[src/rtl/awc_pkg.sv]
package awc_pkg;
  localparam int AWC_DATA_W = 12;
  localparam int AWC_CHAN_W = 4;
  localparam int AWC_FILT_W = 2;

  // Mode encoding: the code values are part of the configuration contract.
  typedef enum logic [1:0] {
    AWC_BELOW   = 2'd0,
    AWC_ABOVE   = 2'd1,
    AWC_INSIDE  = 2'd2,
    AWC_OUTSIDE = 2'd3
  } awc_mode_e;
endpackage

[src/rtl/awc_match.sv]
module awc_match #(
  parameter int DATA_W = 12,
  parameter int CHAN_W = 4
) (
  input  logic              res_valid,
  input  logic [CHAN_W-1:0] res_chan,
  input  logic [DATA_W-1:0] res_data,
  input  logic [1:0]        cfg_mode,
  input  logic [DATA_W-1:0] cfg_low,
  input  logic [DATA_W-1:0] cfg_high,
  input  logic [CHAN_W-1:0] cfg_chan,
  input  logic              cfg_all,
  output logic              sel,
  output logic              cond
);
  import awc_pkg::*;

  // Inclusive window test: both thresholds count as inside.
  function automatic logic in_window(input logic [DATA_W-1:0] d,
                                     input logic [DATA_W-1:0] lo,
                                     input logic [DATA_W-1:0] hi);
    return (d >= lo) && (d <= hi);
  endfunction

  function automatic logic window_cond(input logic [1:0] mode,
                                       input logic [DATA_W-1:0] d,
                                       input logic [DATA_W-1:0] lo,
                                       input logic [DATA_W-1:0] hi);
    logic r;
    case (awc_mode_e'(mode))
      AWC_BELOW:   r = (d < lo);
      AWC_ABOVE:   r = (d > hi);
      AWC_INSIDE:  r = in_window(d, lo, hi);
      default:     r = !in_window(d, lo, hi);
    endcase
    return r;
  endfunction

  always_comb begin
    sel  = res_valid && (cfg_all || (res_chan == cfg_chan));
    cond = window_cond(cfg_mode, res_data, cfg_low, cfg_high);
  end
endmodule

[src/rtl/awc_filter.sv]
module awc_filter #(
  parameter int CNT_W = 2
) (
  input  logic             clk,
  input  logic             rst_n,
  input  logic             sel,
  input  logic             cond,
  input  logic [CNT_W-1:0] limit,
  output logic             hit,
  output logic [CNT_W-1:0] cnt
);
  // The count holds how many qualifying compared results precede this one.
  assign hit = sel && cond && (cnt >= limit);

  always_ff @(posedge clk or negedge rst_n) begin
    if (!rst_n) begin
      cnt <= '0;
    end else if (sel) begin
      if (!cond || hit) cnt <= '0;
      else              cnt <= cnt + 1'b1;
    end
  end
endmodule

[src/rtl/awc_event.sv]
module awc_event (
  input  logic clk,
  input  logic rst_n,
  input  logic hit,
  input  logic clear,
  input  logic mask,
  output logic flag,
  output logic irq
);
  // Set has priority over clear so that no event is lost.
  always_ff @(posedge clk or negedge rst_n) begin
    if (!rst_n)     flag <= 1'b0;
    else if (hit)   flag <= 1'b1;
    else if (clear) flag <= 1'b0;
  end

  assign irq = flag && mask;
endmodule

[src/rtl/adc_window_cmp.sv]
module adc_window_cmp #(
  parameter int DATA_W = awc_pkg::AWC_DATA_W,
  parameter int CHAN_W = awc_pkg::AWC_CHAN_W,
  parameter int FILT_W = awc_pkg::AWC_FILT_W
) (
  input  logic              clk,
  input  logic              rst_n,
  input  logic              res_valid,
  input  logic [CHAN_W-1:0] res_chan,
  input  logic [DATA_W-1:0] res_data,
  input  logic [1:0]        cfg_mode,
  input  logic [DATA_W-1:0] cfg_low,
  input  logic [DATA_W-1:0] cfg_high,
  input  logic [CHAN_W-1:0] cfg_chan,
  input  logic              cfg_all,
  input  logic [FILT_W-1:0] cfg_filter,
  input  logic              irq_mask,
  input  logic              evt_clear,
  output logic              evt_flag,
  output logic              irq
);
  localparam int CNT_W = FILT_W;

  // Named internal events, brought out for the checker.
  logic             sel_w;
  logic             cond_w;
  logic             hit_w;
  logic [CNT_W-1:0] match_cnt;

  awc_match #(.DATA_W(DATA_W), .CHAN_W(CHAN_W)) u_match (
    .res_valid (res_valid),
    .res_chan  (res_chan),
    .res_data  (res_data),
    .cfg_mode  (cfg_mode),
    .cfg_low   (cfg_low),
    .cfg_high  (cfg_high),
    .cfg_chan  (cfg_chan),
    .cfg_all   (cfg_all),
    .sel       (sel_w),
    .cond      (cond_w)
  );

  awc_filter #(.CNT_W(CNT_W)) u_filter (
    .clk   (clk),
    .rst_n (rst_n),
    .sel   (sel_w),
    .cond  (cond_w),
    .limit (cfg_filter),
    .hit   (hit_w),
    .cnt   (match_cnt)
  );

  awc_event u_event (
    .clk   (clk),
    .rst_n (rst_n),
    .hit   (hit_w),
    .clear (evt_clear),
    .mask  (irq_mask),
    .flag  (evt_flag),
    .irq   (irq)
  );
endmodule

[config.mk]
export PLATFORM = sky130hd
export DESIGN_NAME = adc_window_cmp
export DESIGN_NICKNAME = d
export VERILOG_FILES = /design/src/rtl/awc_pkg.sv /design/src/rtl/awc_match.sv /design/src/rtl/awc_filter.sv /design/src/rtl/awc_event.sv /design/src/rtl/adc_window_cmp.sv
export SDC_FILE = /design/constraint.sdc
export NUM_CORES = 1
export LEC_CHECK = 0
export ABC_AREA = 1
export CAP_MARGIN = 40
export CORE_MARGIN = 2
export CORE_UTILIZATION = 35
export CTS_BUF_LIST = sky130_fd_sc_hd__clkbuf_8
export DETAILED_ROUTE_END_ITERATION = 8
export GPL_ROUTABILITY_DRIVEN = 0
export PLACE_DENSITY_LB_ADDON = 0.12
export SLEW_MARGIN = 10
export SYNTH_ARGS = -nofsm -noshare
export SYNTH_HDL_FRONTEND = slang
export SYNTH_HIERARCHICAL = 1
export SYNTH_SLANG_ARGS = --single-unit
[constraint.sdc]
create_clock -name clk -period 1.03 [get_ports clk]
set_input_delay 0.206 -clock clk [delete_from_list [all_inputs] [get_ports clk]]
set_output_delay 0.206 -clock clk [all_outputs]
set_load 0.05 [all_outputs]
==> impl_results.md <==
- Pwr/cell area: 843 nW/um^2
- Gr ovfl total: 0
- Drt wl/cell: 11.9 um
- Total GRT Usage: 19.2%
- Clk slew on worst S/H paths: 0.03 ns
- TritonCTS clock tree: built
- Clock Latency Late Sink: 0.22 ns
- Mapped Cells: 167
- Initial antenna violation count: 0
- Dpl ws: -1.25 ns
- Inst Count DP: 258
- Critical Path End: u_filter/cnt[0]
- Cell Count, Final, Fillers Out: 266
- Worst Setup End Kind: flop
- Critical Path RT: 1.17 ns
- Final Cycle Share: 147%
- CP Depth: 16
- Number of global-route vias before repair: 1311
- Skew final: 0.00415 ns
- Leak: 1.08 nW
- Worst Setup Path Type: in -> reg
- Final setup viols: 5
- CP dominant cell by count: inv_2
- Htree depth: 1
- Max Slew Vio Count: 0
- Synth unique cells: 18
- Synth Net Count: 247
- Clock Sinks: 3
- Synth Warn #: 6
- Core footprint: 2780 sq um
- Final Worst Setup Slack: -0.486 ns
- Final wirelength: 3160 um
- Peak VDD IR: 0.00130 V
- Max cap viols: 0
- RR Endpoint: u_event/flag
- Met1 usage: 18.7%
- Ant. Diodes: 0
- Buffers on Ports: 55
- Area leader, netlist: ha_1
- Synthesized area: 1030 sq um
- Most common cell after layout, fill and taps aside: nand2_1
- Min-Delay Path Class: in -> async
- Routed Antenna Nets: 0
- Initial Utilization: 37.0%
- Root buffer cell: clkbuf_8
- Die Span Y: 58.2 um
- Final Hold Viols: 0
- R2r startpoint: u_filter/cnt[0]
- Die X: 58.2 um
- Total power: 1.80 mW
- Seq cells post-synth: 3
- Layout cells sized above 1: 58.3%
- Drt first pass iters: 4
- Post-synthesis sequential area ratio: 7.29%
- Worst reg2reg path depth: 10
- Most frequent cells in the layout: 31 x nand2_1, 25 x inv_1, 23 x inv_2, 23 x ha_4, 16 x clkdlybuf4s50_1
- Num rows: 19
- CP peak stage delay: 0.26 ns
- Max Clock Freq: 659 MHz
- Worst Path Arrival: 1.65 ns
- Gr busiest metal: met2
- Via count: 1216
- Post-route setup TNS: -1.57 ns
- Nets: 316
- CP bufs+invs: 4
- Initial DRC Count: 22
- Worst-margin pin slew: 0.171 ns
- Largest net degree at the start of global routing: 5
- Crit-path max FO: 2
- Synth top area share: 31.6%
- RSZ-0062 raised after global routing: true
- Top Family by Delay on Critical Path: simple AND/OR/NAND/NOR gates
- Status: finished with violations
- CTS buffer count: 3
- Area Overhead vs Synth: 107%
- Top Ports: 56
- Slowest-stage cell, CP: ha_4
- CP cell instances: buf_2 -> inv_2 -> ha_4 -> nand2_2 -> nor2_2 -> and2_4 -> nand2_4 -> nand4_4 -> nand3_2 -> nand2_1 -> nand2_1 -> inv_2 -> nand2_2 -> inv_2 -> nand3_2 -> a21oi_2
- M2 GR Usage: 41.7%
- Via/cell ratio: 4.57
- Slew Limit Headroom: 88.6%
- Failing checks: setup timing
- Residual DRC: 0
- Crit path launch type: input pin
- R2r setup slk: -0.26 ns
- Top cells by area, synth: ha_1 32%, inv_1 18%, nand2_1 16%
- First-pass GRT wire length: 5100 um
- Clock Path Buffers: 2
- GR Util met3: 1.79%
- Final Critical Period: 1.52 ns
- Die Area: 3390 sq um
- Post-DP HPWL: 2380 um
- Syn_area_per_cell: 6.17 sq um
- CP startpoint: cfg_low[7]
-- state kept, by name, indices dropped and copies added, names as in the netlist --
register and flops:
u_event/flag 1, u_filter/cnt 2
-- power by group --
group | switching, mW | total (mW) | internal [mW] | leakage [nW]
Sequential | 0.0362 | 0.206 | 0.169 | 0.0372
Clock | 0.0831 | 0.337 | 0.254 | 0.0269
Combinational | 0.606 | 1.25 | 0.647 | 1.01
Total | 0.726 | 1.80 | 1.07 | 1.08
-- cell usage after synthesis --
cell and instances:
a21boi_0 1, a21o_1 2, a21oi_1 8, and2_4 1, dfrtp_1 3, ha_1 26
inv_1 50, inv_2 3, nand2_1 45, nand2_2 4, nand2_4 1, nand3_1 4
nand3_2 1, nand4_1 5, nand4_2 1, nor2_1 6, nor2_4 2, xnor2_1 4
-- final cells by class --
cell class	instances	area (sq um)
clock buffers	3	41.3
clock inverters	1	3.75
fillers	211	649
inverters	53	225
multi-input cells	111	1150
flip-flops and latches	3	76.3
well taps	31	38.8
repair buffers	64	598
-- through the flow --
stage / area, sq um / utilization [%] / hold WS [ns]
3_5_place_dp: 1850 / 66.5 / 0.402
4_1_cts: 2090 / 75.0 / 0.176
2_1_floorplan: 1200 / - / -0.0896
6_report: 2130 / 76.7 / 0.175
3_3_place_gp: 1850 / 66.5 / 0.399
5_1_grt: 2130 / 76.7 / 0.184
-- routing by layer --
metal | wire [um] | vias to the layer above
li1 | - | 642
met1 | 1110 | 543
met2 | 1920 | 29
met3 | 117 | 2
met4 | 7 | 0
met5 | 0 | -
-- kinds of logic after synthesis --
family | after synthesis | synth area share [%]
AO/OA/AOI/OAI | 11 | 6.08
flip-flops | 3 | 7.29
AND/OR/NAND/NOR | 70 | 32.3
adder cells (fa/ha/maj) | 26 | 31.6
XOR/XNOR | 4 | 3.40
buffers and inverters | 53 | 19.3
-- worst min-delay path by stage --
stage | startpoint | to | slack, ns | depth (start not counted)
floorplan | rst_n | u_event/flag | -0.09 | 0
global placement | rst_n | u_filter/cnt[1] | 0.40 | 1
detailed placement | rst_n | u_filter/cnt[0] | 0.40 | 1
CTS | rst_n | u_event/flag | 0.18 | 1
global route | rst_n | u_event/flag | 0.18 | 1
finish | rst_n | u_event/flag | 0.17 | 1
-- repair_timing --
item / 4_1_cts / 5_1_grt
hold buffers: 0 / 0
buffers inserted: 2 / 2
pin swaps: 55 / 19
endpoints found under the setup margin: 4 / 5
resized for setup: 203 / 19
Power figures use the tool's default switching activity.
